### src/rtl/cla_pkg.sv
package cla_pkg;

  // Result of a single bit cell.
  typedef struct packed {
    logic sumBit;
    logic propBit;
    logic genBit;
  } bitRes_t;

endpackage

### src/rtl/cla_bit_cell.sv
module cla_bit_cell
  import cla_pkg::*;
(
  input  logic    aBit,
  input  logic    bBit,
  input  logic    cBit,
  output bitRes_t res
);

  always_comb begin
    res.propBit = aBit ^ bBit;
    res.genBit  = aBit & bBit;
    res.sumBit  = res.propBit ^ cBit;
  end

endmodule

### src/rtl/cla_slice.sv
module cla_slice
  import cla_pkg::*;
#(
  parameter int GW = 4
) (
  input  logic [GW-1:0] aIn,
  input  logic [GW-1:0] bIn,
  input  logic [GW-1:0] carryBus,
  output logic [GW-1:0] sumBits,
  output logic [GW-1:0] propBits,
  output logic [GW-1:0] genBits
);

  // Independent bit cells; no carry runs between them.
  for (genvar i = 0; i < GW; i++) begin : g_cell
    bitRes_t cellRes;
    cla_bit_cell u_cell (
      .aBit (aIn[i]),
      .bBit (bIn[i]),
      .cBit (carryBus[i]),
      .res  (cellRes)
    );
    assign sumBits[i]  = cellRes.sumBit;
    assign propBits[i] = cellRes.propBit;
    assign genBits[i]  = cellRes.genBit;
  end

endmodule

### src/rtl/cla_lookahead.sv
module cla_lookahead #(
  parameter int N = 4
) (
  input  logic [N-1:0] propIn,
  input  logic [N-1:0] genIn,
  input  logic         cIn,
  output logic [N-1:0] cOut,
  output logic         grpProp,
  output logic         grpGen
);

  // Each carry is a flat OR of AND terms: no carry feeds another carry.
  always_comb begin
    logic termAcc;
    logic prodTerm;
    for (int i = 0; i < N; i++) begin
      termAcc = 1'b0;
      for (int j = 0; j <= i; j++) begin
        prodTerm = genIn[j];
        for (int k = j + 1; k <= i; k++) prodTerm = prodTerm & propIn[k];
        termAcc = termAcc | prodTerm;
      end
      prodTerm = cIn;
      for (int k = 0; k <= i; k++) prodTerm = prodTerm & propIn[k];
      cOut[i] = termAcc | prodTerm;
    end
  end

  always_comb begin
    logic genAcc;
    logic genProd;
    genAcc = 1'b0;
    for (int j = 0; j < N; j++) begin
      genProd = genIn[j];
      for (int k = j + 1; k < N; k++) genProd = genProd & propIn[k];
      genAcc = genAcc | genProd;
    end
    grpGen  = genAcc;
    grpProp = &propIn;
  end

endmodule

### src/rtl/cla_adder16.sv
module cla_adder16 #(
  parameter int WIDTH = 16,
  parameter int GW    = 4
) (
  input  logic [WIDTH-1:0] opA,
  input  logic [WIDTH-1:0] opB,
  input  logic             carryIn,
  output logic [WIDTH-1:0] sumOut,
  output logic             carryOut
);

  localparam int NGRP = WIDTH / GW;

  logic [NGRP-1:0]  blockP;
  logic [NGRP-1:0]  blockG;
  logic [NGRP-1:0]  groupCarry;
  logic [NGRP-1:0]  topCout;
  logic [WIDTH-1:0] groupCoutFlat;
  logic [WIDTH-1:0] propAll;
  logic [WIDTH-1:0] genAll;

  // Second level: lookahead across the groups.
  cla_lookahead #(.N(NGRP)) u_topLa (
    .propIn  (blockP),
    .genIn   (blockG),
    .cIn     (carryIn),
    .cOut    (topCout),
    .grpProp (),
    .grpGen  ()
  );

  if (NGRP > 1) begin : g_multi
    assign groupCarry = {topCout[NGRP-2:0], carryIn};
  end else begin : g_single
    assign groupCarry = carryIn;
  end
  assign carryOut = topCout[NGRP-1];

  // First level: one slice and one lookahead unit per group.
  for (genvar g = 0; g < NGRP; g++) begin : g_group
    logic [GW-1:0] carryBus;
    logic [GW-1:0] laCout;

    cla_lookahead #(.N(GW)) u_grpLa (
      .propIn  (propAll[g*GW +: GW]),
      .genIn   (genAll[g*GW +: GW]),
      .cIn     (groupCarry[g]),
      .cOut    (laCout),
      .grpProp (blockP[g]),
      .grpGen  (blockG[g])
    );

    if (GW > 1) begin : g_bus
      assign carryBus = {laCout[GW-2:0], groupCarry[g]};
    end else begin : g_bus1
      assign carryBus = groupCarry[g];
    end

    assign groupCoutFlat[g*GW +: GW] = laCout;

    cla_slice #(.GW(GW)) u_slice (
      .aIn      (opA[g*GW +: GW]),
      .bIn      (opB[g*GW +: GW]),
      .carryBus (carryBus),
      .sumBits  (sumOut[g*GW +: GW]),
      .propBits (propAll[g*GW +: GW]),
      .genBits  (genAll[g*GW +: GW])
    );
  end

endmodule

### config.mk
export PLATFORM = sky130hd
export DESIGN_NAME = cla_adder16
export DESIGN_NICKNAME = d
export VERILOG_FILES = /design/src/rtl/cla_pkg.sv /design/src/rtl/cla_bit_cell.sv /design/src/rtl/cla_slice.sv /design/src/rtl/cla_lookahead.sv /design/src/rtl/cla_adder16.sv
export SDC_FILE = /design/constraint.sdc
export NUM_CORES = 1
export LEC_CHECK = 0
export ABC_AREA = 1
export CORE_MARGIN = 5
export CORE_UTILIZATION = 40
export DETAILED_ROUTE_END_ITERATION = 12
export PLACE_DENSITY = 0.95
export SETUP_SLACK_MARGIN = 0.02
export SLEW_MARGIN = 15
export SYNTH_ARGS = -nofsm -noshare
export SYNTH_HDL_FRONTEND = slang
export SYNTH_SLANG_ARGS = --single-unit
### constraint.sdc
create_clock -name vclk -period 5.6
set_clock_uncertainty 0.15 [all_clocks]
set_input_delay 1.4 -clock vclk [all_inputs]
set_output_delay 1.4 -clock vclk [all_outputs]
set_load 0.01 [all_outputs]
## Word-level counts from Yosys, hierarchy flattened

Cells that the tools add are included.

- Reductions and logical operators: 4
- Bitwise operators: 140

Operators with widths:

| cell | number |
|---|---|
| $and A1 B1 Y1 | 62 |
| $or A1 B1 Y1 | 46 |
| $xor A1 B1 Y1 | 32 |
| $reduce_and A4 Y1 | 4 |

- Word-level logic and storage cells: 144
- Register bits after elaboration: 0

## Longest topological paths before layout

- Depth in word-level cells: 17
- Mapped depth: 14
- Depth with buffers taken out: 14

## Hierarchy

Synthesis repeated with hierarchy kept, for this count alone.

- Cells, all modules: 201
- Area, all modules: 1057.3 µm²

By module, submodules not included:

| module | cells an instance | area each (µm²) | instances |
|---|---|---|---|
| cla_lookahead | 21 | 111.4 | 5 |
| cla_bit_cell | 6 | 31.3 | 16 |

## Worst setup path before layout

No wires, ideal clock.

- Path type: input to output
- From: input port opA[3]
- To: output port sumOut[7]
- Buffers on the path: 0
- Stages: 11
- Required time: 4.050 ns
- Slack: 1.157 ns
- Data arrival time: 2.893 ns
- Path through: ha_1 > nand2_1 > inv_1 > nand2_1 > nand2_1 > or2_2 > ha_1 > nand2_1 > nand3_1 > a21oi_1 > xnor2_1

- Cells in the longest elaborated chain, start to end: 11

RTL lines:

| what | line | text |
|---|---|---|
| start, declared | cla_adder16.sv:5 | `input logic [WIDTH-1:0] opA,` |
| $xor A1 B1 Y1 | cla_bit_cell.sv:11 | `res.propBit = aBit ^ bBit;` |
| $and A1 B1 Y1 | -- |  |
| $or A1 B1 Y1 | -- |  |
| $or A1 B1 Y1 (2 in series) | cla_lookahead.sv:36 | `genAcc = genAcc \| genProd;` |
| $or A1 B1 Y1 (*) | cla_lookahead.sv:25 | `cOut[i] = termAcc \| prodTerm;` |
| $and A1 B1 Y1 (*) (3 in series) | cla_lookahead.sv:24 | `for (int k = 0; k <= i; k++) prodTerm = prodTerm & propIn[k];` |
| $or A1 B1 Y1 (*) | cla_lookahead.sv:25 |  |
| $xor A1 B1 Y1 (*) | cla_bit_cell.sv:13 | `res.sumBit = res.propBit ^ cBit;` |
| end, declared | cla_adder16.sv:8 | `output logic [WIDTH-1:0] sumOut,` |

Every way passes the cells marked *; elsewhere a longest branch is shown, timed or not.

## Final worst setup path

- From: input port opA[6]
- To: output port sumOut[13]

- Cells in the longest elaborated chain, start to end: 13

RTL lines:

| what | line | text |
|---|---|---|
| $xor A1 B1 Y1 | cla_bit_cell.sv:11 |  |
| $and A1 B1 Y1 | cla_lookahead.sv:35 | `for (int k = j + 1; k < N; k++) genProd = genProd & propIn[k];` |
| $and A1 B1 Y1 | -- |  |
| $or A1 B1 Y1 | -- |  |
| $or A1 B1 Y1 (2 in series) | cla_lookahead.sv:36 |  |
| $and A1 B1 Y1 | cla_lookahead.sv:20 | `for (int k = j + 1; k <= i; k++) prodTerm = prodTerm & propIn[k];` |
| $or A1 B1 Y1 (2 in series) | cla_lookahead.sv:21 | `termAcc = termAcc \| prodTerm;` |
| $or A1 B1 Y1 (*) | cla_lookahead.sv:25 |  |
| $and A1 B1 Y1 (*) | cla_lookahead.sv:24 |  |
| $or A1 B1 Y1 (*) | cla_lookahead.sv:25 |  |
| $xor A1 B1 Y1 (*) | cla_bit_cell.sv:13 |  |

Marked as above.

==> flow_summary_export.csv <==
group,metric,value,unit
floorplan,core,1710,sq um
setup_path,critPathMaxFanout,3,
setup_path,crit_path_start_kind,"input pin",
layout,final_net_count,205,
yosys,synth_area_per_cell,7.35,sq um
layout,n_antenna_cell,0,
setup_path,slowest_delay,560,ps
detailed_routing,drc_errors,0,
detailed_routing,dr.pass1.iters,2,
setup_path,critical_path_arrival,3830,ps
yosys,syn_area,706,sq um
pwr,p_leak,0.000611,uW
timing,hold_viol,0,
yosys,syn-num-nets,153,
yosys,syn_inst,96,
yosys,synth_xor_area_share,14.9,%
yosys,synth_mux_area_share,0,%
yosys,synthSimpleGateAreaFrac,23.8,%
yosys,yosysTopAreaCell,"ha_1",
placement,detailed_place.area,1240,sq um
global_route,grt_use_met3,0.860,%
yosys,synth_top_family_by_area,"adder cells",
placement,io_buffers,50,
detailed_routing,via_per_inst,4.58,
detailed_routing,wl_per_cell,11.2,microns
timing,hold_ws,3570,ps
yosys,synth.distinct_cells,17,
timing,rsz0062_at_grt,"false",
yosys,yosysWarnings,0,
layout,layout_common_cells,"clkdlybuf4s50_1 (48), nand2_1 (23), ha_1 (20)",
detailed_routing,postRouteAntennaNets,0,
timing,drv_slew,0,
layout,final_common_cell,"clkdlybuf4s50_1",
pwr,power.total,160,uW
flow_run,cap_violations,0,
layout,drive_gt1_share,5.48,%
min_path,hp-class,"in2out",
pwr,powerDensity,128,nW/um^2
detailed_routing,drt-total-wl,1920,microns
timing,worst_pin_slew,179,ps
global_route,antenna_found_initial,0,
floorplan,die_x,52,microns
layout,regArea,0,sq um
global_route,grt_pass1_wl,2970,microns
setup_path,startpoint,"opA[6]",
yosys,yosys.area_share.adder,46.8,%
status,outcome,"finished clean",
setup_path,critPathRequiredTime,4050,ps
timing,setup_viol,0,
floorplan,initial_core_util,41.3,%
setup_path,critical_path.cell_chain,"clkdlybuf4s50_1, ha_1, nand2_2, a21oi_1, nor2_1, nand2_1, nand2_1, nand2_2, fa_1, xor2_1, clkdlybuf4s50_1",
timing,layout_min_cycle_time,5380,ps
setup_path,cp_slowest_cell,"clkdlybuf4s50_1",
detailed_routing,vias,783,
timing,fin_tns_setup,0,ps
global_route,grt_max_degree,5,
yosys,ys_top_cells_by_area,"ha_1 (35%), nand2_1 (13%), fa_1 (11%), xor2_1 (9.9%), a21oi_1 (6.4%)",
layout,clkbuf_count,0,
pwr,ir_worst_vdd,0.0870,mV
layout,design.seq.count,0,
setup_path,worst_setup_path_end_kind,"output port",
global_route,grt-busiest-layer,"met2",
timing,slew-limit-headroom,88.0,%
layout,fin_area,1250,sq um
floorplan,die_h,52,microns
setup_path,crit_type,"in2out",
yosys,synth-compound-area-share,9.22,%
timing,fmax,0.186,GHz
layout,area_delta_synth_final,77.7,%
global_route,use_met2,30.5,%
cts,ctsHoldBuffers,0,
global_route,track_usage,13.8,%
timing,finalCritPeriodShare,96.1,%
yosys,post-synth-top-area-fraction,35.5,%
yosys,yosysSeqAreaShare,0,%
global_route,grt-ovfl-total,0,
placement,dp_hpwl,1840,microns
global_route,grt.met1_usage,14.1,%
floorplan,die-area,2700,sq um
placement,routabilityCongestion,0.701,
min_path,hp-start,"opB[7]",
detailed_routing,drt-initial-drc-count,2,
floorplan,rows,15,
global_route,grt_pass1_vias,778,
floorplan,io_pins,50,
[worst paths after layout]
check | end | slack, ps | cells past startpoint
hold / removal | sumOut[7] | 3570 | 4
setup / recovery | sumOut[13] | 220 | 11
[cell families after synthesis]
| kind of cell | Yosys count |
|---|---|
| buf+inv | 10 |
| compound gates | 12 |
| xor+xnor | 12 |
| simple gates | 38 |
| fa+ha+maj | 24 |
[critical path: cells and delay by family]
family                   cells  cell delay, ps
buffers and inverters        2             980
AND/OR/NAND/NOR              5             520
XOR/XNOR                     1             170
adder cells (fa/ha/maj)      2             730
AO/OA/AOI/OAI                1              50
[final cells by class]
cell class	count	area [sq um]
Inverter	10	37.5
Fill cell	140	454
Timing Repair Buffer	50	505
Tap cell	25	31.3
Multi-Input combinational cell	86	679
[power by group]
part	internal [uW]	switching, uW
Combinational	92.5	67.9
Sequential	0	0
Clock	0	0
Total	92.5	67.9
[stage by stage]
stage | std cells | util [%] | worst slack (ps)
floorplan | 96 | - | 1160
global placement | 171 | 72.5 | 174
detailed placement | 171 | 72.5 | 77.4
CTS | 171 | 72.5 | 64.2
global route | 171 | 73.4 | 24.0
finish | 171 | 73.4 | 219
[cell usage after synthesis (all sizes together)]
| cell | n |
|---|---|
| fa | 4 |
| inv | 10 |
| xor2 | 8 |
| o21ai | 1 |
| xnor2 | 4 |
| ha | 20 |
| nor2 | 5 |
| nor3 | 1 |
| a21o | 1 |
| a21oi | 9 |
| nand2 | 26 |
| o21bai | 1 |
| nand3 | 5 |
| or2 | 1 |
[per-layer routing]
layer	vias to the layer above	routed length, microns
li1	413	-
met1	348	710
met2	22	1130
met3	0	81
met4	0	0
met5	-	0
[what timing repair did]
item	in CTS	in global routing
buffers inserted	0	0
setup endpoints to repair	0	3
gates resized for setup	0	5
hold endpoints to repair	0	0
No activity file was read; power rests on OpenSTA's default activity.
